**config.mk**
```make
export PLATFORM = sky130hd
export DESIGN_NAME = carry_loop_adder
export DESIGN_NICKNAME = d
export VERILOG_FILES = /design/src/rtl/carry_loop_pkg.sv /design/src/rtl/carry_loop_step.sv /design/src/rtl/carry_loop_ctrl.sv /design/src/rtl/carry_loop_count.sv /design/src/rtl/carry_loop_adder.sv
export SDC_FILE = /design/constraint.sdc
export NUM_CORES = 1
export LEC_CHECK = 0
export ABC_AREA = 1
export BUFFER_PORTS_ARGS = -buffer_cell sky130_fd_sc_hd__buf_2
export CAP_MARGIN = 20
export CORE_MARGIN = 3
export CORE_UTILIZATION = 45
export DETAILED_ROUTE_END_ITERATION = 16
export HOLD_SLACK_MARGIN = 0.15
export PLACE_DENSITY = 0.67
export RECOVER_POWER = 25
export SLEW_MARGIN = 20
export SYNTH_ARGS = -nofsm -noshare
export SYNTH_HDL_FRONTEND = slang
export SYNTH_HIERARCHICAL = 1
export SYNTH_SLANG_ARGS = --single-unit
export TNS_END_PERCENT = 10
```
**constraint.sdc**
```tcl
create_clock -name clk_i -period 1.8 [get_ports clk_i]
set_input_delay 0 -clock clk_i [delete_from_list [all_inputs] [get_ports clk_i]]
set_output_delay 0 -clock clk_i [all_outputs]
set_load 0.1 [all_outputs]
```
**src/rtl/carry_loop_pkg.sv**
```systemverilog
package carry_loop_pkg;
  typedef enum logic {
    ST_IDLE = 1'b0,
    ST_RUN  = 1'b1
  } loop_state_e;
endpackage

```
**src/rtl/carry_loop_step.sv**
```systemverilog
// One carry-free iteration: XOR sum plus shifted AND carry.
module carry_loop_step #(
  parameter int WIDTH = 4
) (
  input  logic [WIDTH-1:0] acc_i,
  input  logic [WIDTH-1:0] carry_i,
  output logic [WIDTH-1:0] acc_o,
  output logic [WIDTH-1:0] carry_o,
  output logic             cout_o
);
  logic [WIDTH:0] gen_sh;

  assign gen_sh[0] = 1'b0;

  for (genvar i = 0; i < WIDTH; i++) begin : g_bit
    assign acc_o[i]     = acc_i[i] ^ carry_i[i];
    assign gen_sh[i+1]  = acc_i[i] & carry_i[i];
  end

  assign carry_o = gen_sh[WIDTH-1:0];
  assign cout_o  = gen_sh[WIDTH];
endmodule

```
**src/rtl/carry_loop_ctrl.sv**
```systemverilog
module carry_loop_ctrl
  import carry_loop_pkg::*;
(
  input  logic clk_i,
  input  logic rst_ni,
  input  logic start_i,
  input  logic carry_zero_i,
  output logic load_o,
  output logic iter_o,
  output logic busy_o,
  output logic done_o
);
  loop_state_e state_q, state_d;
  logic        done_q;

  always_comb begin
    state_d = state_q;
    unique case (state_q)
      ST_IDLE: if (start_i) state_d = ST_RUN;
      ST_RUN:  if (carry_zero_i) state_d = ST_IDLE;
      default: state_d = ST_IDLE;
    endcase
  end

  always_ff @(posedge clk_i or negedge rst_ni) begin
    if (!rst_ni) begin
      state_q <= ST_IDLE;
      done_q  <= 1'b0;
    end else begin
      state_q <= state_d;
      done_q  <= (state_q == ST_RUN) && carry_zero_i;
    end
  end

  assign load_o = (state_q == ST_IDLE) && start_i;
  assign iter_o = (state_q == ST_RUN) && !carry_zero_i;
  assign busy_o = (state_q == ST_RUN);
  assign done_o = done_q;
endmodule

```
**src/rtl/carry_loop_count.sv**
```systemverilog
module carry_loop_count #(
  parameter int STEP_W = 3
) (
  input  logic              clk_i,
  input  logic              rst_ni,
  input  logic              clr_i,
  input  logic              inc_i,
  output logic [STEP_W-1:0] cnt_o
);
  localparam logic [STEP_W-1:0] ONE = {{(STEP_W-1){1'b0}}, 1'b1};
  logic [STEP_W-1:0] cnt_q;

  always_ff @(posedge clk_i or negedge rst_ni) begin
    if (!rst_ni)     cnt_q <= '0;
    else if (clr_i)  cnt_q <= '0;
    else if (inc_i)  cnt_q <= cnt_q + ONE;
  end

  assign cnt_o = cnt_q;
endmodule

```
**src/rtl/carry_loop_adder.sv**
```systemverilog
module carry_loop_adder #(
  parameter int WIDTH  = 4,
  parameter int STEP_W = $clog2(WIDTH + 1)
) (
  input  logic              clk_i,
  input  logic              rst_ni,
  input  logic              start_i,
  input  logic [WIDTH-1:0]  op_a_i,
  input  logic [WIDTH-1:0]  op_b_i,
  output logic              busy_o,
  output logic              done_o,
  output logic [WIDTH-1:0]  sum_o,
  output logic              ovf_o,
  output logic [STEP_W-1:0] steps_o
);
  logic [WIDTH-1:0] acc_q, carry_q, acc_nxt, carry_nxt;
  logic             ovf_q, cout;
  logic             load, iter, carry_zero;

  assign carry_zero = (carry_q == '0);

  carry_loop_step #(.WIDTH(WIDTH)) step_i (
    .acc_i   (acc_q),
    .carry_i (carry_q),
    .acc_o   (acc_nxt),
    .carry_o (carry_nxt),
    .cout_o  (cout)
  );

  carry_loop_ctrl ctrl_i (
    .clk_i        (clk_i),
    .rst_ni       (rst_ni),
    .start_i      (start_i),
    .carry_zero_i (carry_zero),
    .load_o       (load),
    .iter_o       (iter),
    .busy_o       (busy_o),
    .done_o       (done_o)
  );

  carry_loop_count #(.STEP_W(STEP_W)) count_i (
    .clk_i  (clk_i),
    .rst_ni (rst_ni),
    .clr_i  (load),
    .inc_i  (iter),
    .cnt_o  (steps_o)
  );

  always_ff @(posedge clk_i or negedge rst_ni) begin
    if (!rst_ni) begin
      acc_q   <= '0;
      carry_q <= '0;
      ovf_q   <= 1'b0;
    end else if (load) begin
      acc_q   <= op_a_i;
      carry_q <= op_b_i;
      ovf_q   <= 1'b0;
    end else if (iter) begin
      acc_q   <= acc_nxt;
      carry_q <= carry_nxt;
      ovf_q   <= ovf_q | cout;   // sticky
    end
  end

  assign sum_o = acc_q;
  assign ovf_o = ovf_q;
endmodule

```
# ---- Word level (Yosys, flattened, before mapping)
# Cells that the tools add are included.
dict set report op_classes {
  add_sub_neg 1
  mux 11
  n_bitwise 10
  n_reduce_logical 6
}
# operator n
set op_table {}
lappend op_table {{$mux 4} 4}
lappend op_table {{$mux 3} 2}
lappend op_table {{$and 1x1->1} 4}
lappend op_table {{$logic_not 4->1} 1}
lappend op_table {{$mux 1} 4}
lappend op_table {{$xor 1x1->1} 4}
lappend op_table {{$add 3x1->3 const B} 1}
lappend op_table {{$logic_and 1x1->1} 3}
lappend op_table {{$pmux 1 s2} 1}
lappend op_table {{$reduce_bool 2->1} 1}
lappend op_table {{$logic_not 1->1} 1}
lappend op_table {{$not 1->1} 1}
lappend op_table {{$or 1x1->1} 1}
dict set report totals {
  register_bits 14
  input_bits 11
  output_inout_bits 10
  elab_cells 34
}

# ---- Longest topological paths before layout
# Gate-level depths: netlist (run 1).
dict set report depth {
  depth_word 5
  depth_mapped 9
  mapped_depth_nobuf 8
}

# ---- Cells and area by module
# Netlist (run 1), hierarchy kept.
# module instances cells_per_inst area_per_inst_um2 seq_area_each_um2
set modules_own_cells {}
lappend modules_own_cells {carry_loop_adder 1 50 510.5 225.2}
lappend modules_own_cells {carry_loop_count 1 17 142.6 75.1}
lappend modules_own_cells {carry_loop_ctrl 1 11 86.3 50.0}
lappend modules_own_cells {carry_loop_step 1 6 61.3 0.0}

# ---- Worst setup path before layout (run 1)
# No wires, ideal clock.
dict set report synth_timing {
  kind {reg2reg}
  from {register ctrl_i.state_q, in the netlist ctrl_i/busy_o}
  to {register acc_q[0], in the netlist sum_o[0]}
  setup_time_ns 0.127
  arrival_time_ns 1.609
  required_time_ns 1.673
  setup_slack_ns 0.064
  stages_incl_launch_ff 7
  path_buffers 1
  synth_period_minus_slack_ns 1.736
  path_cell_list {dfrtp_1 nand2_1 inv_1 buf_6 nor2_4 nand2_1 nand3_2}
}
dict set report synth_between {
  word_cells_on_any_way 5
  cone_classes {mux: 1; bitwise: 1; reduce/logical: 3}
}
# item line_no
set synth_lines {}
lappend synth_lines {{from (decl)} carry_loop_ctrl.sv:13} ;# loop_state_e state_q, state_d;
lappend synth_lines {{from (signal assigned)} carry_loop_ctrl.sv:30} ;# state_q <= state_d;
lappend synth_lines {{$logic_and 1x1->1} carry_loop_ctrl.sv:36} ;# assign iter_o = (state_q == ST_RUN) && !carry_zero_i;
lappend synth_lines {{via iter} carry_loop_adder.sv:18} ;# logic load, iter, carry_zero;
lappend synth_lines {{$reduce_bool 2->1 (no line)} n/a}
lappend synth_lines {{to (signal assigned)} carry_loop_adder.sv:55} ;# acc_q <= op_a_i;
lappend synth_lines {{to (signal assigned)} carry_loop_adder.sv:59} ;# acc_q <= acc_nxt;
lappend synth_lines {{to (decl)} carry_loop_adder.sv:16} ;# logic [WIDTH-1:0] acc_q, carry_q, acc_nxt, carry_nxt;
# The timed path passes the listed nets, and every way through them passes these cells.
# A chain may end at the register's enable or synchronous reset.

==> impl_metrics.ini, run 1 <==
[cells_and_area]
drive_above_1_share = 0.368
fillers = 149
final_common_cell = nand2_1
mostFrequentLayoutCells = nand2_1, buf_2, nand3_2
nets = 135
antenna_cells = 0
syn2layout_area_growth_pct = 31.3

[global_routing]
grt_pass1_wl_um = 2540
grt_start_max_net_pins = 16
antenna_found_initial = 0
globalRouteOverflowTotal = 0
grt_usage = 0.162
grt_pass1_vias = 595

[timing]
fmax_mhz = 623
finalMaxSlewViolations = 0
finalSetupViolCount = 0
clock-skew-final_ns = 0.000558
hold_viol = 0
hold_slack_ns = 0.472
relSlewSlack = 0.571
fin_crit_sh = 0.892
fin_tns_setup_ns = 0
rsz0062_at_grt = no
period_needed_ns = 1.60
tightest_slew_ns = 0.643

[logic_synthesis]
syn-num-nets = 100
synth_cell_type_count = 16
synthAdderAreaFrac = 0.0781
ys_seq_area_frac = 0.438
synthXorXnorAreaFrac = 0
synth_compound_area_frac = 0.0188
synth_top_family_by_area = simple AND/OR/NAND/NOR gates
synthMuxAreaShare = 0
syn-instance-count = 84
yosys.area_share.simple = 0.375
synth.avg_cell_area_sq_um = 9.53
syn-cell-area_sq_um = 801
ys_warn_count = 6
ys_ff_latch = 14

[floorplan]
row_count = 14
fp.dieArea_sq_um = 2320
ioPinCount = 21
die_h_um = 48.2
initial_core_util = 0.502
core-area_sq_um = 1590
dieWidth_um = 48.2

[worst_setup_path]
crit_type = primary input to asynchronous set/reset pin
critPathCaptureType = asynchronous set/reset pin
start_kind = primary input
arrival_ns = 2.06
cp_max_fo = 10
worstPathRequired_ns = 2.25

[clocking]
cts_resized = 0
tritoncts = yes
cts-root-buf = clkbuf_4
cts_buffer_depth = 2
cts_inserted_buffers = 3
cts.sinks = 14
h-tree-depth = 1
path_clk_slew_ns = 0.08
clk_latency_ns = 0.27

[place]
dp_hpwl_um = 1060
portBuffers = 20
place_congestion = 0.737

[min_path]
hold_class = primary input to register

[outcome]
status = complete, no violations

[routing]
avgRoutedWirePerCell_um = 11.0
antenna_left = 0
drc_errors = 0
first_pass_iters = 4
route.final.wire_length_um = 1550
routed_via_density = 4.62
drt_iter0_drc = 9
vias = 651

[job]
cap_viol_max_count = 0
==> through the flow <==
stage	instance area, sq um	std cells	setup WS [ns]	util
2_1_floorplan	801	84	0.0642	-
3_3_place_gp	908	126	0.264	0.570
3_5_place_dp	908	126	0.221	0.570
4_1_cts	1050	141	0.200	0.659
5_1_grt	1050	141	0.0456	0.659
6_report	1050	141	0.195	0.659
==> registers in the layout, indices dropped and copies added, names as in the netlist <==
register / cells
sum_o: 4
ctrl_i/busy_o: 1
carry_q: 4
ovf_o: 1
ctrl_i/done_o: 1
count_i/cnt_o: 3
==> what timing repair did <==
item                                   4_1_cts  5_1_grt
hold buffers                                12        0
endpoints found under the hold margin       24        0
buffers inserted                             0        0
==> synthesized netlist by cell type, drive strengths merged <==
master / instances / area [sq um]
a21oi: 2 / 10.0
and2: 1 / 6.26
buf: 3 / 30.0
conb: 1 / 3.75
dfrtp: 14 / 350
ha: 5 / 62.6
inv: 9 / 38.8
nand2: 22 / 85.1
nand3: 19 / 175
nor2: 7 / 33.8
o21ai: 1 / 5.00
==> worst paths after layout <==
check	endpoint	slack (ns)	start	cells after the start
worst min-delay path	sum_o[0]	0.47	op_a_i[0]	4
worst max-delay path	count_i/cnt_o[0]	0.20	rst_ni	4
worst min register to register	ovf_o	0.49	ovf_o	2
min in group asynchronous	sum_o[2]	0.65	rst_ni	3
max in group clk_i	carry_q[1]	0.20	carry_q[3]	8
worst max register to register	carry_q[1]	0.20	carry_q[3]	8
==> logic make-up after synthesis <==
family,Yosys count
simple gates,49
flops,14
buf+inv,12
fa+ha+maj,5
compound gates,3
other cells,1
==> area by class of cell <==
class,count,area (sq um),area share
clock buffer,3,22.5,0.0214
inverter,9,38.8,0.0369
multi-input combinational,58,382,0.363
sequential,14,350,0.333
tap,24,30.0,0.0286
timing repair buffer,33,228,0.217
==> critical path, stage by stage <==
cell,delay [ns]
dlygate4sd3_1,0.52
dlygate4sd3_1,0.54
buf_2,0.25
dlygate4sd3_1,0.75
==> routing by layer <==
metal  part of all wire  GRT usage  routed length (um)  vias up
met5                  0          0                   0        -
met2               0.49      0.268                 758       13
li1                   -          -                   -      334
met3              0.050     0.0664                  78        2
met1               0.45      0.191                 704      302
met4             0.0065     0.0484                  10        0
Power of run 1 is left out: the tool's default activity adds up to more than one toggle a clock period on the data nets, which glitch-free logic cannot reach.
==> run 2, diff against run 1 <==
--- a/config.mk
+++ b/config.mk
@@ -12,11 +12,10 @@
 export CORE_UTILIZATION = 45
 export DETAILED_ROUTE_END_ITERATION = 16
 export HOLD_SLACK_MARGIN = 0.15
-export PLACE_DENSITY = 0.67
+export PLACE_DENSITY = 0.68
 export RECOVER_POWER = 25
 export SLEW_MARGIN = 20
 export SYNTH_ARGS = -nofsm -noshare
 export SYNTH_HDL_FRONTEND = slang
-export SYNTH_HIERARCHICAL = 1
 export SYNTH_SLANG_ARGS = --single-unit
 export TNS_END_PERCENT = 10
==> run 2 against run 1 <==
  * Design area fell by 5.1%
  * Global-route usage grew 2.3 points
  * Clock-buffer cell count increased by 1
  * Die area shrank 9.1%
  * Critical endpoint is now carry_q[0]
  * Largest cell class is now registers
==> impl_metrics.ini, run 2 <==
[floorplan]
row_count = 13
ioPinCount = 21
core-area_sq_um = 1400
die_h_um = 46.0
fp.dieArea_sq_um = 2110
initial_core_util = 0.513
dieWidth_um = 46.0

[global_routing]
grt_start_max_net_pins = 15
grt_pass1_vias = 599
antenna_found_initial = 0
grt_pass1_wl_um = 2720
globalRouteOverflowTotal = 0
use_met2 = 0.291
gr-usage-met1 = 0.242
grt_usage = 0.185
met3_usage = 0.0356
busiest_layer = met2

[logic_synthesis]
synth.most_common_cell = nand2_1
yosys_most_used_dff = dfrtp_1
syn-num-nets = 105
ys_warn_count = 0
synth.top_cell.area_share = 0.488
synth_area_leaders = dfrtp_1, nand2_1, nand3_1
syn-instance-count = 89
synth.avg_cell_area_sq_um = 8.07
async_flop_share = 1.00
ys_ff_latch = 14
ys_seq_area_frac = 0.488
synth-edff-count = 0
yosys-top-cells-count = nand2_1, dfrtp_1, nand3_1, ha_1, nor2_1
syn-cell-area_sq_um = 718
synth_cell_type_count = 13
yosys.area.top_type = dfrtp_1

[timing]
fin_crit_sh = 0.920
finalMaxSlewViolations = 0
fin_tns_setup_ns = 0
fmax_mhz = 604
hold_viol = 0
rsz0062_at_grt = no
period_needed_ns = 1.66
clock-skew-final_ns = 0.00202
relSlewSlack = 0.227
finalSetupViolCount = 0
tightest_slew_ns = 1.16

[worst_setup_path]
critPathCaptureType = register
crit_type = register to register
start_kind = register
cp_max_fo = 11
worstPathRequired_ns = 1.97
arrival_ns = 1.83

[routing]
antenna_left = 0
route.final.wire_length_um = 1640
vias = 671
avgRoutedWirePerCell_um = 11.8
first_pass_iters = 4
drc_errors = 0
drt_iter0_drc = 14
routed_via_density = 4.83

[clocking]
cts.sinks = 14
cts_inserted_buffers = 3
tritoncts = yes
clk_latency_ns = 0.28
path_clk_slew_ns = 0.09
cts-root-buf = clkbuf_4
cts_buffer_depth = 2
h-tree-depth = 1

[outcome]
status = complete, no violations

[cells_and_area]
final_util = 0.713
syn2layout_area_growth_pct = 38.9
fillers = 125
final_common_cell = nand2_1
nets = 141
antenna_cells = 0
drive_above_1_share = 0.250
mostFrequentLayoutCells = nand2_1, nand3_1, dfrtp_1
fin_cells = 139

[place]
portBuffers = 20
dp_hpwl_um = 1070
place_congestion = 0.777
post-place-cells = 122

[min_path]
hold_class = primary input to register

[job]
cap_viol_max_count = 0
[run 2: per-stage QoR]
stage	hold slack, ns	setup WS (ns)	instance area [sq um]
after floorplan	-0.296	0.171	718
after global placement	-0.0909	0.533	825
after detailed placement	-0.0858	0.463	825
after CTS	0.520	0.114	981
after global routing	0.570	0.0436	997
final	0.527	0.144	997
[run 2: area by class of cell]
type,count,area (sq um),area share
Multi-Input combinational cell,70,345,0.346
Clock buffer,4,36.3,0.0364
Timing Repair Buffer,34,234,0.235
Inverter,2,11.3,0.0113
Tap cell,15,18.8,0.0188
Sequential cell,14,352,0.353
[run 2: metal layers]
metal,wire length [um],vias to the layer above
li1,-,355
met1,777,293
met2,749,21
met3,97,2
met4,18,0
met5,0,-
[run 2: final timing paths]
kind / start / end / slack (ns) / depth (start not counted)
worst max-delay path: ctrl_i.busy_o / carry_q[0] / 0.14 / 6
worst min-delay path: op_b_i[1] / carry_q[1] / 0.53 / 6
min in group asynchronous: rst_ni / ovf_o / 0.79 / 3
worst min register to register: sum_o[2] / sum_o[2] / 0.55 / 2
worst max register to register: ctrl_i.busy_o / carry_q[0] / 0.14 / 6
max in group asynchronous: rst_ni / ctrl_i.busy_o / 0.56 / 3
[run 2: what timing repair did]
action                                 CTS  global route
endpoints found under the hold margin   22             0
setup endpoints to repair                0             1
resized for setup                        0             3
buffers inserted                         0             1
hold buffers                            12             0
[run 2: worst max-delay path: stages, from the launching register on]
cell and delay [ns]:
dfrtp_2 0.44, inv_2 0.06, nand2_2 0.21, clkinvlp_4 0.17, nand2_1 0.08, nand2_1 0.05
dlygate4sd3_1 0.54
[run 2: cells by family (layout without fill, tap and decap cells)]
family | after synthesis | in the layout | share of synthesized area
simple gates | 63 | 63 | 0.368
fa+ha+maj | 5 | 5 | 0.0871
buf+inv | 5 | 40 | 0.0383
compound gates | 1 | 1 | 0.00696
xor+xnor | 1 | 1 | 0.0122
flops | 14 | 14 | 0.488
Power of run 2 is left out for the same reason.
==> run 3, diff against run 2 <==
--- a/config.mk
+++ b/config.mk
@@ -6,13 +6,13 @@
 export NUM_CORES = 1
 export LEC_CHECK = 0
 export ABC_AREA = 1
-export BUFFER_PORTS_ARGS = -buffer_cell sky130_fd_sc_hd__buf_2
 export CAP_MARGIN = 20
 export CORE_MARGIN = 3
 export CORE_UTILIZATION = 45
 export DETAILED_ROUTE_END_ITERATION = 16
+export DONT_BUFFER_PORTS = 1
 export HOLD_SLACK_MARGIN = 0.15
-export PLACE_DENSITY = 0.68
+export PLACE_DENSITY = 0.57
 export RECOVER_POWER = 25
 export SLEW_MARGIN = 20
 export SYNTH_ARGS = -nofsm -noshare
==> run 3 against run 2 <==
  * Maximum frequency increased by 17%
  * Utilization decreased by 5.6 points
  * Global-route usage decreased by 0.39 points
  * Non-clock buffer count decreased by 15
  * Die area unchanged
  * Via count decreased by 8.0%
  * Clock-buffer cell count unchanged
  * Worst setup slack improved by 0.24 ns
  * Critical path depth increased by 1
  * Flip-flop and latch count unchanged
  * Cell count decreased by 11%
  * Worst hold slack got worse by 0.37 ns
  * Critical endpoint is now carry_q[2]
==> impl_metrics.ini, run 3 (synthesized netlist as in run 2, its figures left out) <==
[outcome]
status = complete, no violations

[routing]
drt_iter0_drc = 8
avgRoutedWirePerCell_um = 12.1
antenna_left = 0
routed_via_density = 4.98
vias = 617
route.final.wire_length_um = 1510
drc_errors = 0
first_pass_iters = 3

[cells_and_area]
final_common_cell = nand2_1
syn2layout_area_growth_pct = 27.9
nets = 126
mostFrequentLayoutCells = nand2_1, dfrtp_1, nand3_1
antenna_cells = 0
drive_above_1_share = 0.165
fin_cells = 124

[timing]
rsz0062_at_grt = no
setup_slack_ns = 0.382
fin_tns_setup_ns = 0
fmax_mhz = 705
finalMaxSlewViolations = 0
clock-skew-final_ns = 0.00112
relSlewSlack = 0.572
period_needed_ns = 1.42
tightest_slew_ns = 0.640
finalSetupViolCount = 0
fin_crit_sh = 0.788
hold_viol = 0

[worst_setup_path]
cp_max_fo = 21
rr_worst_depth = 7
worstReg2RegEnd = carry_q[2]
start_kind = register
crit_type = register to register
r2r_start = ctrl_i.busy_o
critPathCaptureType = register
arrival_ns = 1.59
worstPathRequired_ns = 1.97
r2r_slack_ns = 0.38

[floorplan]
die_h_um = 46.0
ioPinCount = 21
initial_core_util = 0.513
core-area_sq_um = 1400
dieWidth_um = 46.0
row_count = 13
fp.dieArea_sq_um = 2110

[place]
portBuffers = 0
post-place-ws_ns = 0.387
place_congestion = 0.741
post-place-cells = 111

[clocking]
tritoncts = yes
clk_latency_ns = 0.27
cts_buffer_depth = 2
h-tree-depth = 1
path_clk_slew_ns = 0.09
cts-root-buf = clkbuf_4
cts.sinks = 14
cts_resized = 0
cts_inserted_buffers = 3

[global_routing]
grt_pass1_vias = 610
grt_pass1_wl_um = 2750
grt_usage = 0.181
globalRouteOverflowTotal = 0
antenna_found_initial = 0
grt_start_max_net_pins = 22

[min_path]
min_to = ovf_o
hp-start = start_i
hold-path-cell-count = 3
hold_class = primary input to register

[job]
cap_viol_max_count = 0
run 3: cell count changes in the layout (fill, tap and decap cells not counted), sizes merged:
cell	change
buf	-4
clkbuf	-8
clkinvlp	-1
dlygate4sd3	-3
inv	+1
run 3: how the worst max path moves through the flow:
| stage | slack, ns | startpoint | end |
|---|---|---|---|
| finish | 0.38 | ctrl_i.busy_o | carry_q[2] |
| global route | 0.19 | ctrl_i.busy_o | sum_o[2] |
| CTS | 0.38 | ctrl_i.busy_o | carry_q[2] |
| detailed placement | 0.39 | ctrl_i.busy_o | carry_q[2] |
| global placement | 0.44 | ctrl_i.busy_o | sum_o[3] |
| floorplan | 0.17 | ctrl_i.busy_o | sum_o[0] |
run 3: cell type report:
| cell class | count | area [sq um] |
|---|---|---|
| flip-flops and latches | 14 | 350 |
| well taps | 15 | 18.8 |
| fillers | 129 | 480 |
| multi-input cells | 70 | 340 |
| inverters | 2 | 7.51 |
| clock buffers | 4 | 36.3 |
| repair buffers | 19 | 165 |
run 3: worst max-delay path: stages, from the launching register on:
cell	delay (ns)
dfrtp_1	0.46
inv_2	0.06
nand2_2	0.30
inv_1	0.23
nand2_1	0.10
nand2_1	0.05
nand2_1	0.06
nand2_1	0.05
run 3: repair_timing:
action	CTS	global route
hold buffers	9	0
hold endpoints to repair	22	0
buffers inserted	0	0
run 3: stage by stage:
| step | instance area (sq um) | utilization | hold WS [ns] |
|---|---|---|---|
| 3_3_place_gp | 792 | 0.566 | -0.295 |
| 4_1_cts | 918 | 0.657 | 0.159 |
| 5_1_grt | 918 | 0.657 | 0.195 |
| 6_report | 918 | 0.657 | 0.162 |
| 2_1_floorplan | 718 | - | -0.296 |
| 3_5_place_dp | 792 | 0.566 | -0.295 |
run 3: per-layer routing:
metal  share of wire  global-route usage  vias to the layer above  wire (um)
li1                -                   -                      322          -
met1            0.45               0.255                      279        674
met2            0.49               0.280                       14        740
met3           0.051              0.0356                        2         77
met4          0.0086              0.0511                        0         13
met5               0                   0                        -          0
Power of run 3 is left out for the same reason.
